`config.mk`:
```
export PLATFORM = sky130hd
export DESIGN_NAME = retire_ctrl
export DESIGN_NICKNAME = d
export VERILOG_FILES = /design/src/rtl/retire_pkg.sv /design/src/rtl/retire_scan.sv /design/src/rtl/retire_fsm.sv /design/src/rtl/retire_status.sv /design/src/rtl/retire_ctrl.sv
export SDC_FILE = /design/constraint.sdc
export NUM_CORES = 1
export LEC_CHECK = 0
export ABC_CLOCK_PERIOD_IN_PS = 9100
export BUFFER_PORTS_ARGS = -buffer_cell sky130_fd_sc_hd__buf_4
export CAP_MARGIN = 20
export CORE_MARGIN = 5
export CORE_UTILIZATION = 28
export CTS_CLUSTER_SIZE = 8
export DETAILED_ROUTE_END_ITERATION = 12
export GPL_TIMING_DRIVEN = 0
export PLACE_DENSITY_LB_ADDON = 0.05
export SYNTH_ARGS = -nofsm -noshare
export SYNTH_HDL_FRONTEND = slang
export SYNTH_SLANG_ARGS = --single-unit
```
`constraint.sdc`:
```
create_clock -name clk -period 9.1 [get_ports clk]
set_input_delay 0 -clock clk [delete_from_list [all_inputs] [get_ports clk]]
set_output_delay 0 -clock clk [all_outputs]
set_load 0.02 [all_outputs]
```
`src/rtl/retire_pkg.sv`:
```
`timescale 1ns/1ps
package retire_pkg;

    typedef struct packed {
        logic valid;
        logic ready;
        logic squashed;
        logic executed;
        logic nonspec;
        logic load;
        logic fault;
        logic store;
    } head_attr_t;

    typedef enum logic [0:0] {
        ST_RUN  = 1'b0,
        ST_TRAP = 1'b1
    } rc_state_t;

endpackage

```
`src/rtl/retire_scan.sv`:
```
`timescale 1ns/1ps
module retire_scan #(
    parameter int W     = 4,
    parameter int SEQ_W = 16
) (
    input  logic             enable,
    input  logic [W*8-1:0]   hd_attr,
    input  logic [W*SEQ_W-1:0] hd_seq,
    input  logic             st_pend,
    output logic [W-1:0]     commit_mask,
    output logic [W-1:0]     drop_mask,
    output logic [W-1:0]     clr_mask,
    output logic             ns_hit,
    output logic [SEQ_W-1:0] ns_seq_c,
    output logic             unc_hit,
    output logic             fault_hit,
    output logic             err_hit,
    output logic             store_hit,
    output logic             any_commit,
    output logic [SEQ_W-1:0] last_seq
);
    import retire_pkg::*;

    logic       halt;
    head_attr_t a;

    always_comb begin
        halt        = 1'b0;
        a           = '0;
        commit_mask = '0;
        drop_mask   = '0;
        clr_mask    = '0;
        ns_hit      = 1'b0;
        ns_seq_c    = '0;
        unc_hit     = 1'b0;
        fault_hit   = 1'b0;
        err_hit     = 1'b0;
        store_hit   = 1'b0;
        any_commit  = 1'b0;
        last_seq    = '0;
        for (int i = 0; i < W; i++) begin
            a = head_attr_t'(hd_attr[i*8 +: 8]);
            if (enable && !halt) begin
                if (!a.valid) begin
                    halt = 1'b1;
                end else if (a.squashed) begin
                    drop_mask[i] = 1'b1;
                end else if (!a.ready) begin
                    halt = 1'b1;
                end else if (!a.executed) begin
                    halt = 1'b1;
                    if (a.nonspec || a.load) begin
                        if (!any_commit && !st_pend) begin
                            clr_mask[i] = 1'b1;
                            if (a.nonspec) begin
                                ns_hit   = 1'b1;
                                ns_seq_c = hd_seq[i*SEQ_W +: SEQ_W];
                            end else begin
                                unc_hit = 1'b1;
                            end
                        end
                    end else begin
                        err_hit = 1'b1;
                    end
                end else if (a.fault) begin
                    halt = 1'b1;
                    if (!any_commit && !st_pend) begin
                        fault_hit = 1'b1;
                    end
                end else begin
                    commit_mask[i] = 1'b1;
                    any_commit     = 1'b1;
                    last_seq       = hd_seq[i*SEQ_W +: SEQ_W];
                    if (a.store) begin
                        store_hit = 1'b1;
                    end
                end
            end
        end
    end

endmodule

```
`src/rtl/retire_fsm.sv`:
```
`timescale 1ns/1ps
module retire_fsm (
    input  logic clk,
    input  logic rst_n,
    input  logic fault_hit,
    input  logic trap_ack,
    output logic scan_en,
    output logic trap_wait,
    output logic leave_trap
);
    import retire_pkg::*;

    rc_state_t st_q, st_d;

    always_ff @(posedge clk or negedge rst_n) begin
        if (!rst_n) begin
            st_q <= ST_RUN;
        end else begin
            st_q <= st_d;
        end
    end

    always_comb begin
        st_d       = st_q;
        scan_en    = 1'b0;
        trap_wait  = 1'b0;
        leave_trap = 1'b0;
        unique case (st_q)
            ST_RUN: begin
                scan_en = 1'b1;
                if (fault_hit) begin
                    st_d = ST_TRAP;
                end
            end
            ST_TRAP: begin
                trap_wait = 1'b1;
                if (trap_ack) begin
                    leave_trap = 1'b1;
                    st_d       = ST_RUN;
                end
            end
            default: st_d = ST_RUN;
        endcase
    end


    trap_entry_chk: assert property (@(posedge clk) disable iff (!rst_n)
        (fault_hit && st_q == ST_RUN) |=> (st_q == ST_TRAP));

endmodule

```
`src/rtl/retire_status.sv`:
```
`timescale 1ns/1ps
module retire_status #(
    parameter int              W          = 4,
    parameter int              SEQ_W      = 16,
    parameter int              PC_W       = 32,
    parameter int              FREE_W     = 6,
    parameter int              CNT_W      = 16,
    parameter int              INSN_BYTES = 4,
    parameter logic [PC_W-1:0] RESET_PC   = 32'h0000_1000
) (
    input  logic              clk,
    input  logic              rst_n,
    input  logic [W-1:0]      commit_mask,
    input  logic [W-1:0]      drop_mask,
    input  logic              ns_hit,
    input  logic [SEQ_W-1:0]  ns_seq_c,
    input  logic              unc_hit,
    input  logic              fault_hit,
    input  logic              err_hit,
    input  logic              store_hit,
    input  logic              any_commit,
    input  logic [SEQ_W-1:0]  last_seq,
    input  logic              st_pend,
    input  logic              buf_empty_next,
    input  logic [FREE_W-1:0] free_now,
    input  logic [FREE_W-1:0] alloc_now,
    input  logic              leave_trap,
    input  logic [PC_W-1:0]   resume_pc,
    output logic              ns_valid,
    output logic [SEQ_W-1:0]  ns_seq,
    output logic              unc_req,
    output logic              trap_req,
    output logic [SEQ_W-1:0]  done_seq,
    output logic [PC_W-1:0]   arch_pc,
    output logic              st_retired,
    output logic              buf_empty,
    output logic              free_valid,
    output logic [FREE_W-1:0] free_cnt,
    output logic [CNT_W-1:0]  bw_full_cnt,
    output logic              bad_head
);
    localparam int CW = $clog2(W + 1);

    logic [CW-1:0] n_commit;
    logic [CW-1:0] n_removed;
    logic          changed;

    assign n_commit  = CW'($countones(commit_mask));
    assign n_removed = CW'($countones(commit_mask | drop_mask));
    assign changed   = (n_removed != '0) || (alloc_now != '0);

    always_ff @(posedge clk or negedge rst_n) begin
        if (!rst_n) begin
            ns_valid    <= 1'b0;
            ns_seq      <= '0;
            unc_req     <= 1'b0;
            trap_req    <= 1'b0;
            done_seq    <= '0;
            arch_pc     <= RESET_PC;
            st_retired  <= 1'b0;
            buf_empty   <= 1'b1;
            free_valid  <= 1'b0;
            free_cnt    <= '0;
            bw_full_cnt <= '0;
            bad_head    <= 1'b0;
        end else begin
            ns_valid   <= ns_hit;
            unc_req    <= unc_hit;
            trap_req   <= fault_hit;
            bad_head   <= err_hit;
            st_retired <= store_hit;
            buf_empty  <= buf_empty_next && !st_pend && !store_hit;
            free_valid <= changed;
            if (ns_hit) begin
                ns_seq <= ns_seq_c;
            end
            if (any_commit) begin
                done_seq <= last_seq;
            end
            if (changed) begin
                free_cnt <= free_now + FREE_W'(n_removed) - alloc_now;
            end
            if (leave_trap) begin
                arch_pc <= resume_pc;
            end else begin
                arch_pc <= arch_pc + PC_W'(n_commit) * PC_W'(INSN_BYTES);
            end
            if (n_commit == CW'(W)) begin
                bw_full_cnt <= bw_full_cnt + 1'b1;
            end
        end
    end


    store_blocks_empty_chk: assert property (@(posedge clk) disable iff (!rst_n)
        store_hit |=> !buf_empty);


    bw_count_chk: assert property (@(posedge clk) disable iff (!rst_n)
        (n_commit == CW'(W)) |=> (bw_full_cnt == $past(bw_full_cnt) + 1'b1));


    pc_step_chk: assert property (@(posedge clk) disable iff (!rst_n)
        (!leave_trap && n_commit == '0) |=> $stable(arch_pc));

endmodule

```
`src/rtl/retire_ctrl.sv`:
```
`timescale 1ns/1ps
module retire_ctrl #(
    parameter int              W          = 4,
    parameter int              SEQ_W      = 16,
    parameter int              PC_W       = 32,
    parameter int              FREE_W     = 6,
    parameter int              CNT_W      = 16,
    parameter int              INSN_BYTES = 4,
    parameter logic [PC_W-1:0] RESET_PC   = 32'h0000_1000
) (
    input  logic                 clk,
    input  logic                 rst_n,
    input  logic [W*8-1:0]       hd_attr,
    input  logic [W*SEQ_W-1:0]   hd_seq,
    input  logic                 st_pend,
    input  logic                 buf_empty_next,
    input  logic [FREE_W-1:0]    free_now,
    input  logic [FREE_W-1:0]    alloc_now,
    input  logic                 trap_ack,
    input  logic [PC_W-1:0]      resume_pc,
    output logic [W-1:0]         ret_commit,
    output logic [W-1:0]         ret_drop,
    output logic [W-1:0]         ret_clr,
    output logic                 ns_valid,
    output logic [SEQ_W-1:0]     ns_seq,
    output logic                 unc_req,
    output logic                 trap_req,
    output logic                 trap_wait,
    output logic [SEQ_W-1:0]     done_seq,
    output logic [PC_W-1:0]      arch_pc,
    output logic                 st_retired,
    output logic                 buf_empty,
    output logic                 free_valid,
    output logic [FREE_W-1:0]    free_cnt,
    output logic [CNT_W-1:0]     bw_full_cnt,
    output logic                 bad_head
);
    logic             scan_en;
    logic             leave_trap;
    logic             ns_hit, unc_hit, fault_hit, err_hit, store_hit, any_commit;
    logic [SEQ_W-1:0] ns_seq_c, last_seq;
    logic [W-1:0]     removed;

    retire_fsm u_fsm (
        .clk        (clk),
        .rst_n      (rst_n),
        .fault_hit  (fault_hit),
        .trap_ack   (trap_ack),
        .scan_en    (scan_en),
        .trap_wait  (trap_wait),
        .leave_trap (leave_trap)
    );

    retire_scan #(.W(W), .SEQ_W(SEQ_W)) u_scan (
        .enable      (scan_en),
        .hd_attr     (hd_attr),
        .hd_seq      (hd_seq),
        .st_pend     (st_pend),
        .commit_mask (ret_commit),
        .drop_mask   (ret_drop),
        .clr_mask    (ret_clr),
        .ns_hit      (ns_hit),
        .ns_seq_c    (ns_seq_c),
        .unc_hit     (unc_hit),
        .fault_hit   (fault_hit),
        .err_hit     (err_hit),
        .store_hit   (store_hit),
        .any_commit  (any_commit),
        .last_seq    (last_seq)
    );

    retire_status #(
        .W(W), .SEQ_W(SEQ_W), .PC_W(PC_W), .FREE_W(FREE_W),
        .CNT_W(CNT_W), .INSN_BYTES(INSN_BYTES), .RESET_PC(RESET_PC)
    ) u_status (
        .clk            (clk),
        .rst_n          (rst_n),
        .commit_mask    (ret_commit),
        .drop_mask      (ret_drop),
        .ns_hit         (ns_hit),
        .ns_seq_c       (ns_seq_c),
        .unc_hit        (unc_hit),
        .fault_hit      (fault_hit),
        .err_hit        (err_hit),
        .store_hit      (store_hit),
        .any_commit     (any_commit),
        .last_seq       (last_seq),
        .st_pend        (st_pend),
        .buf_empty_next (buf_empty_next),
        .free_now       (free_now),
        .alloc_now      (alloc_now),
        .leave_trap     (leave_trap),
        .resume_pc      (resume_pc),
        .ns_valid       (ns_valid),
        .ns_seq         (ns_seq),
        .unc_req        (unc_req),
        .trap_req       (trap_req),
        .done_seq       (done_seq),
        .arch_pc        (arch_pc),
        .st_retired     (st_retired),
        .buf_empty      (buf_empty),
        .free_valid     (free_valid),
        .free_cnt       (free_cnt),
        .bw_full_cnt    (bw_full_cnt),
        .bad_head       (bad_head)
    );

    assign removed = ret_commit | ret_drop;


    prefix_removal_chk: assert property (@(posedge clk) disable iff (!rst_n)
        ((removed + 1'b1) & removed) == '0);


    ns_no_commit_chk: assert property (@(posedge clk) disable iff (!rst_n)
        (ret_clr != '0) |-> (ret_commit == '0));


    trap_state_chk: assert property (@(posedge clk) disable iff (!rst_n)
        trap_req |-> trap_wait);


    trap_quiet_chk: assert property (@(posedge clk) disable iff (!rst_n)
        trap_wait |-> (removed == '0 && ret_clr == '0));

endmodule

```
# After elaboration in Yosys (flattened, before gate mapping)
# Cells that the tools add are included.
# word_totals
regBits	94
input_bits	145
output_inout_bits	106
elab_cells	356
# op_classes
add_sub_neg	10
eq_ne	1
n_mux	307
bitwise	2
reduce_logical	23
# op_table
op	n
$mux W16	56
$mux W1	249
$add A32 B5 Y32	1
$mux W32	1
$add A16 B1 Y16 const B	1
$add A1 B1 Y2	4
$logic_and A1 B1 Y1	8
$logic_not A1 Y1	8
$add A3 B3 Y3	2
$add A6 B3 Y6	1
$reduce_bool A6 Y1	1
$sub A6 B6 Y6	1
$logic_or A1 B1 Y1	5
$or A4 B4 Y4	1
$eq A3 B3 Y1 const B	1
$reduce_bool A3 Y1	1
$pmux W1 S2	1
$not A1 Y1	1

# Longest topological paths before layout
# Gate-level depths: netlist of run 1.
# logic_depth
word_depth	32
depth_mapped	17
mapped_depth_nobuf	17

# Hierarchy
# From an unflattened synthesis of run 1, not the netlist that was laid out.
# unflattened
hier_cells	646
hier_area_um2	6194.7
# modules_own_cells
module	n_inst	cells_each	area_per_inst_um2	seq_area_each_um2
retire_status	1	419	4665.7	2329.7
retire_scan	1	222	1477.7	0.0
retire_fsm	1	5	51.3	25.0

# Worst setup path before layout of run 1
# Ideal clock, no wire load.
# synth_path
path_type	flip-flop to flip-flop
from	register u_fsm.st_q
to	register u_status.arch_pc[26]
setup_ns	0.137
arrival_time_ns	4.396
t_required_ns	8.963
slack_ns	4.567
stages_incl_launch_ff	15
n_path_buf	0
synth_period_minus_slack_ns	4.533
path_cell_list	dfrtp_1 > and3b_1 > o221ai_2 > nor4_1 > ha_1 > ha_1 > inv_1 > fa_1 > fa_1 > nand2b_1 > a21oi_1 > nand4_1 > nor2_1 > xnor2_1 > a21oi_1
# synth_via
elab_chain_cells	20
elab_cells_between_ends	30
cone_classes	add/sub (4); mux (20); reduce/logical (6)
# synth_rtl
element	line	source
from (decl)	retire_fsm.sv:13	rc_state_t st_q, st_d;
from (signal assigned)	retire_fsm.sv:19	st_q <= st_d;
$mux W1	retire_scan.sv:43	if (enable && !halt) begin
$mux W1	retire_scan.sv:65	end else if (a.fault) begin
$mux W1	retire_scan.sv:50	end else if (!a.executed) begin
$mux W1	retire_scan.sv:48	end else if (!a.ready) begin
$mux W1	retire_scan.sv:46	end else if (a.squashed) begin
$mux W1	retire_scan.sv:44	if (!a.valid) begin
$mux W1	retire_scan.sv:43	
$mux W1	retire_scan.sv:65	
[5 not listed]	--	
$logic_not A1 Y1	retire_scan.sv:43	
$logic_and A1 B1 Y1 (*)	retire_scan.sv:43	
$mux W1 (*)	retire_scan.sv:43	
net ret_commit[3]	retire_ctrl.sv:21	output logic [W-1:0] ret_commit,
$add A1 B1 Y2 (implied by the code) (*)	retire_status.sv:48	assign n_commit = CW'($countones(commit_mask));
$add A3 B3 Y3 (implied by the code) (*)	retire_status.sv:48	
$add A32 B5 Y32 (*)	retire_status.sv:86	arch_pc <= arch_pc + PC_W'(n_commit) * PC_W'(INSN_BYTES);
$mux W32 (*)	retire_status.sv:83	if (leave_trap) begin
to (signal assigned)	retire_status.sv:84	arch_pc <= resume_pc;
to (signal assigned)	retire_status.sv:86	
to (decl)	retire_status.sv:34	output logic [PC_W-1:0] arch_pc,
# The timed path passes the listed nets; every way through them passes the cells marked *.
# A chain may end at the register's enable or synchronous reset.

# Worst setup path in the final report of run 1
# layout_path
from	register u_fsm.st_q
to	register u_status.arch_pc[28]
# layout_via
elab_chain_cells	20
elab_cells_between_ends	30
cone_classes	add/sub (4); mux (20); reduce/logical (6)
# layout_rtl
element	line
$mux W1	retire_scan.sv:43
$mux W1	retire_scan.sv:65
$mux W1	retire_scan.sv:50
$mux W1	retire_scan.sv:48
$mux W1	retire_scan.sv:46
$mux W1	retire_scan.sv:44
$mux W1	retire_scan.sv:43
$mux W1	retire_scan.sv:65
[4 not listed]	--
$mux W1	retire_scan.sv:43
$logic_not A1 Y1	retire_scan.sv:43
$logic_and A1 B1 Y1	retire_scan.sv:43
$mux W1	retire_scan.sv:43
$add A1 B1 Y2 (implied by the code)	retire_status.sv:48
$add A3 B3 Y3 (implied by the code)	retire_status.sv:48
$add A32 B5 Y32	retire_status.sv:86
$mux W32 (*)	retire_status.sv:83
# Mark *: on every way between the ends. The rest lies on a longest branch, timed or not.

==> results.json, run 1 <==
{
  "synth-seq-area-share_pct": 39.9,
  "grt.overflow.total": 0,
  "syn_area_sq_um": 5900,
  "status": "complete, no violations",
  "setup_viol": 0,
  "cts_resized": 0,
  "synth_seq_cells": 94,
  "combPwrFrac_pct": 44.5,
  "grt_max_degree": 53,
  "p_per_area_nw_per_um2": 210,
  "worst_slack_ns": 4.12,
  "p_leak_nw": 4.47,
  "crit_arrival_ns": 5.20,
  "clkTransAtPathRegs_ns": 0.07,
  "core_area_sq_um": 20900,
  "wirelength_um": 23000,
  "viasPerCell": 4.96,
  "ant_nets": 0,
  "worstSetupEndpointType": "flop",
  "synth_nets": 811,
  "synth_flop_cell": "dfrtp_1",
  "grt_pass1_vias": 6595,
  "required_ns": 9.32,
  "design_area_sq_um": 9190,
  "globalplace.congestion": 0.831,
  "numClockSinks": 94,
  "drive_above_1_share_pct": 31.0,
  "drc": 0,
  "io_pins": 251,
  "clock.fmax_mhz": 201,
  "startpoint": "u_fsm.st_q",
  "die_height_um": 155,
  "p_sw_uw": 755,
  "hp-class": "in -> reg",
  "hold_buffers": 74,
  "startpoint_type": "flop",
  "pwr-share-seq_pct": 35.3,
  "hold_start": "hd_attr[16]",
  "root_buffer": "clkbuf_16",
  "maxSlewViolCount": 0,
  "async_flop_share_pct": 100,
  "initial_core_util_pct": 28.2,
  "switching_share_pct": 39.1,
  "worstMarginPinSlew_ns": 0.913,
  "htree_num_levels": 3,
  "fin_crit_sh_pct": 54.8,
  "antenna_found_initial": 0,
  "internal-power_mw": 1.18,
  "synth_edf_count": 0,
  "dp_worst_setup_slack_ns": 4.04,
  "ys_warn_count": 0,
  "critPathKind": "reg -> reg",
  "cts_tree": "done",
  "final_cell_mix": "buf_4, dfrtp_1, nor2_1, dlygate4sd3_1, a21oi_1",
  "wl_per_cell_um": 18.2,
  "syn_inst": 642,
  "clockBufferDepth": 2,
  "relSlewSlack_pct": 38.7,
  "setup_tns_ns": 0,
  "rows": 53,
  "crit_path_max_fanout": 11,
  "holdWs_ns": 0.0164,
  "hold_viol_final": 0,
  "cap_violations": 0,
  "dr.pass1.iters": 5,
  "synth_cell_types": 63,
  "num_vias": 6240,
  "synthToLayoutAreaGrowth_pct": 55.8,
  "rsz0062_at_grt": "no",
  "reg2reg_from": "u_fsm.st_q",
  "fin_worst_skew_ns": 0.0117,
  "nNetsFinal": 1147,
  "io_buffers": 250,
  "fill_cells": 2130,
  "insertion_delay_ns": 0.36,
  "dp_hpwl_um": 17600,
  "dr.first_iter.drc_count": 285,
  "layout_min_cycle_time_ns": 4.98,
  "fp.dieArea_sq_um": 24100,
  "grt_use_total_pct": 18.5,
  "die_w_um": 155,
  "placed_area_sq_um": 8150,
  "p_clk_share_pct": 20.3,
  "diodes": 0,
  "final_common_cell": "buf_4",
  "synth.avg_cell_area_sq_um": 9.19,
  "grt_first_pass_wirelength_um": 35400,
  "cts_made_buffers": 9,
  "ir_drop_mv": 0.126,
  "cts_setup_buffers": 0
}
[Yosys cell counts (3+ instances only)]
cell type / number / area (sq um)
nand2b_1: 6 / 37.5
mux2_2: 8 / 90.1
o21a_1: 15 / 113
fa_1: 6 / 120
clkbuf_1: 13 / 48.8
o211a_1: 5 / 50.1
nor3_1: 10 / 50.1
xnor2_1: 29 / 254
nand2_1: 52 / 195
inv_1: 28 / 105
a311oi_1: 12 / 105
o21ai_0: 3 / 15.0
buf_1: 5 / 18.8
nor4b_1: 6 / 52.6
nand3_1: 34 / 170
nor2_1: 79 / 297
nor3b_1: 3 / 22.5
a222oi_1: 6 / 60.1
ha_1: 18 / 225
and3_1: 31 / 194
a22oi_1: 11 / 82.6
a221o_1: 11 / 110
mux2i_1: 6 / 60.1
xor2_1: 20 / 175
a21o_1: 5 / 37.5
buf_2: 11 / 55.1
dfrtp_1: 92 / 2300
a31oi_1: 4 / 25.0
and3b_1: 4 / 35.0
nand4_1: 10 / 62.6
and4_1: 3 / 26.3
a21oi_1: 55 / 275
[logic make-up (layout without fill, tap and decap cells)]
group	Yosys count	count (layout)	share of synthesized area, %
AOI/OAI and AO/OA	138	138	16.9
DFF	94	94	39.9
adders and majority gates	24	24	5.86
and+or+nand+nor	261	261	22.9
xor gates and xnor gates	49	49	7.28
muxes	14	14	2.55
buffers and inverters	62	403	4.56
[critical path, cell delays in order, from the launching register on]
cell	delay, ns
dfrtp_1	0.49
nand4bb_1	0.36
nor2_1	0.74
buf_2	0.42
ha_1	0.29
ha_1	0.20
inv_1	0.06
fa_1	0.46
fa_1	0.44
nand2b_1	0.18
a21oi_1	0.44
nand4_1	0.33
nor2_1	0.21
xnor2_1	0.14
a21oi_1	0.08
[routing by layer]
layer  part of all wire (%)  track usage [%]
met1                     42             23.6
met4                    1.1             5.26
met3                    8.4             4.31
met5                      0                0
met2                     49             31.5
[path summary, 6_finish.rpt]
path / end / slack, ns / cells after the start
min: u_status.st_retired / 0.02 / 4
max: u_status.arch_pc[28] / 4.12 / 14
max reg2reg: u_status.arch_pc[28] / 4.12 / 14
min in group asynchronous: u_status.ns_seq[12] / 0.22 / 2
min reg2reg: u_status.bw_full_cnt[15] / 0.47 / 1
max in group asynchronous: u_status.arch_pc[12] / 8.10 / 3
[layout make-up]
class / instances / area (sq um) / share of cell area (%)
multi-input combinational: 486 / 3270 / 35.6
timing repair buffer: 325 / 2650 / 28.8
sequential: 94 / 2350 / 25.6
tap: 275 / 344 / 3.75
clock buffer: 9 / 225 / 2.45
buffer: 33 / 160 / 1.74
inverter: 29 / 109 / 1.18
clock inverter: 7 / 75.1 / 0.817
[power by group through the flow]
stage | Clock, mW | Combinational [mW] | Sequential (mW)
after floorplan | 0 | 0.280 | 0.830
after CTS | 0.405 | 0.868 | 0.682
after detailed placement | 0 | 0.812 | 0.689
after global routing | 0.421 | 0.931 | 0.701
final | 0.391 | 0.859 | 0.682
after global placement | 0 | 0.802 | 0.683
[registers in the layout, indices dropped and copies added (netlist names)]
register,count
u_status.free_cnt,6
u_status.trap_req,1
u_status.bw_full_cnt,16
u_status.st_retired,1
u_status.buf_empty,1
u_status.free_valid,1
u_status.ns_seq,16
u_status.ns_valid,1
u_status.arch_pc,32
u_status.unc_req,1
u_status.bad_head,1
u_status.done_seq,16
u_fsm.st_q,1
[stage by stage]
stage	power [mW]	cells	utilization [%]
2_1_floorplan	1.11	642	-
3_3_place_gp	1.49	1167	38.9
3_5_place_dp	1.50	1168	39.0
4_1_cts	1.96	1258	44.0
5_1_grt	2.05	1258	44.0
6_report	1.93	1258	44.0
Note: power is estimated with default switching activity, not from simulation.
==> run 2: changes to the inputs <==
--- a/config.mk
+++ b/config.mk
@@ -5,7 +5,7 @@
 export SDC_FILE = /design/constraint.sdc
 export NUM_CORES = 1
 export LEC_CHECK = 0
-export ABC_CLOCK_PERIOD_IN_PS = 9100
+export ABC_CLOCK_PERIOD_IN_PS = 4900
 export BUFFER_PORTS_ARGS = -buffer_cell sky130_fd_sc_hd__buf_4
 export CAP_MARGIN = 20
 export CORE_MARGIN = 5
==> constraint.sdc (replaced) <==
create_clock -name clk -period 4.9 [get_ports clk]
set_input_delay 0 -clock clk [delete_from_list [all_inputs] [get_ports clk]]
set_output_delay 0 -clock clk [all_outputs]
set_load 0.02 [all_outputs]
==> results.json, run 2 (synthesis gave the netlist of run 1 again) <==
{
  "startpoint_type": "flop",
  "grt_max_degree": 53,
  "crit_arrival_ns": 4.74,
  "num_vias": 6238,
  "setup_tns_ns": 0,
  "rows": 53,
  "drive_above_1_share_pct": 31.4,
  "dr.pass1.iters": 7,
  "maxSlewViolCount": 0,
  "crit_path_max_fanout": 9,
  "dp_worst_setup_slack_ns": -0.156,
  "utilization_pct": 44.1,
  "clockBufferDepth": 2,
  "fin_worst_skew_ns": 0.0118,
  "hold_viol_final": 0,
  "grt_pass1_vias": 6595,
  "synthToLayoutAreaGrowth_pct": 56.2,
  "crit_family": "adder cells",
  "nNetsFinal": 1147,
  "required_ns": 5.14,
  "fp.dieArea_sq_um": 24100,
  "ant_nets": 0,
  "design_area_sq_um": 9210,
  "worstMarginPinSlew_ns": 0.939,
  "diodes": 0,
  "root_buffer": "clkbuf_16",
  "io_pins": 251,
  "ir_drop_mv": 0.234,
  "cts_tree": "done",
  "hold_start": "hd_attr[16]",
  "cts_made_buffers": 9,
  "cp_num_cells": 15,
  "hold_path_end": "u_status.st_retired",
  "crit_slowest_cell": "fa_1",
  "cap_violations": 0,
  "dr.first_iter.drc_count": 302,
  "clkTransAtPathRegs_ns": 0.07,
  "core_area_sq_um": 20900,
  "largest_reg_flops": 32,
  "die_w_um": 155,
  "final_cell_mix": "buf_4, dfrtp_1, nor2_1, dlygate4sd3_1, a21oi_1",
  "grt_use_total_pct": 18.5,
  "rrSetupSlack_ns": 0.40,
  "numClockSinks": 94,
  "hp-class": "in -> reg",
  "status": "complete, no violations",
  "rsz0062_at_grt": "no",
  "p_leak_nw": 4.48,
  "reg2reg_from": "u_fsm.st_q",
  "htree_num_levels": 3,
  "regMostFlops": "u_status.arch_pc",
  "insertion_delay_ns": 0.36,
  "viasPerCell": 4.96,
  "drc": 0,
  "cpPeakStageDelay_ns": 0.53,
  "reg2reg_to": "u_status.free_cnt[4]",
  "setup_viol": 0,
  "p_per_area_nw_per_um2": 390,
  "globalplace.congestion": 0.831,
  "holdWs_ns": 0.0166,
  "layout_min_cycle_time_ns": 4.50,
  "final_common_cell": "buf_4",
  "critPathKind": "reg -> reg",
  "r2r_cells": 15,
  "placed_area_sq_um": 8150,
  "crit_top_cell": "fa_1",
  "worst_hold_path.num_cells": 4,
  "worstSetupEndpointType": "flop",
  "worst_slack_ns": 0.404,
  "wl_per_cell_um": 18.3,
  "initial_core_util_pct": 28.2,
  "path_buf_inv": 1,
  "grt_first_pass_wirelength_um": 35400,
  "grt.overflow.total": 0,
  "fin_crit_sh_pct": 91.7,
  "path_cells": "and3b_1 > o221ai_2 > inv_1 > o211a_1 > and3_1 > nand2b_1 > ha_1 > ha_1 > fa_1 > fa_1 > fa_1 > a21o_1 > a21oi_1 > xnor2_1 > mux2_2",
  "clock.fmax_mhz": 222,
  "antenna_found_initial": 0,
  "wirelength_um": 23000,
  "io_buffers": 250,
  "dp_hpwl_um": 17600,
  "die_height_um": 155,
  "relSlewSlack_pct": 36.9
}
run 2: cell count changes in the layout (fill, tap and decap cells not counted):
cell and change:
a21oi_1 -1, a21oi_2 +1, nor2_1 -1, nor2_4 +1, nor3b_1 -1, nor3b_2 +1, nor4_1 -1, nor4_2 +1
run 2: cell type report:
type | instances | area, sq um
well taps | 275 | 344
inverters | 29 | 109
multi-input cells | 486 | 3300
plain buffers | 33 | 160
flip-flops and latches | 94 | 2350
clock buffers | 9 | 225
repair buffers | 325 | 2650
fillers | 2126 | 11700
clock inverters | 7 | 75.1
run 2: worst max path at each step:
stage | startpoint | end | slack, ns
floorplan | u_fsm.st_q | u_status.arch_pc[30] | 0.37
global route | u_fsm.st_q | u_status.arch_pc[31] | 0.06
global placement | u_fsm.st_q | u_status.arch_pc[26] | -0.10
detailed placement | u_fsm.st_q | u_status.arch_pc[28] | -0.16
finish | u_fsm.st_q | u_status.free_cnt[4] | 0.40
CTS | u_fsm.st_q | u_status.arch_pc[28] | 0.08
run 2: worst reg2reg max path, cell delays in order (launching register included):
cell and delay (ns):
dfrtp_1 0.52, and3b_1 0.26, o221ai_2 0.19, inv_1 0.22
o211a_1 0.21, and3_1 0.21, nand2b_1 0.15, ha_1 0.28
ha_1 0.19, fa_1 0.53, fa_1 0.47, fa_1 0.48
a21o_1 0.18, a21oi_1 0.17, xnor2_1 0.08, mux2_2 0.26
run 2: timing repair:
action	CTS	global route
hold endpoints to repair	120	0
pin swaps	0	0
hold buffers	74	0
resized for setup	2	3
setup endpoints to repair	5	12
setup buffers	0	0
run 2: routing by layer:
metal  share of wire (%)  global-route usage (%)
met5                   0                       0
met4                 1.1                    5.26
met2                  48                    31.5
met3                 8.0                    4.31
met1                  43                    23.6
run 2: per-stage QoR:
| stage | power [mW] | cells |
|---|---|---|
| after floorplan | 2.06 | 642 |
| after global placement | 2.76 | 1167 |
| after detailed placement | 2.79 | 1168 |
| after CTS | 3.63 | 1258 |
| after global routing | 3.82 | 1258 |
| final | 3.59 | 1258 |
run 2: power breakdown:
| group | total, mW | switching (mW) | leakage (nW) | internal (mW) |
|---|---|---|---|---|
| logic | 1.60 | 0.806 | 3.18 | 0.792 |
| registers | 1.27 | 0.235 | 1.15 | 1.03 |
| clock network | 0.729 | 0.366 | 0.145 | 0.363 |
| total | 3.59 | 1.41 | 4.48 | 2.19 |
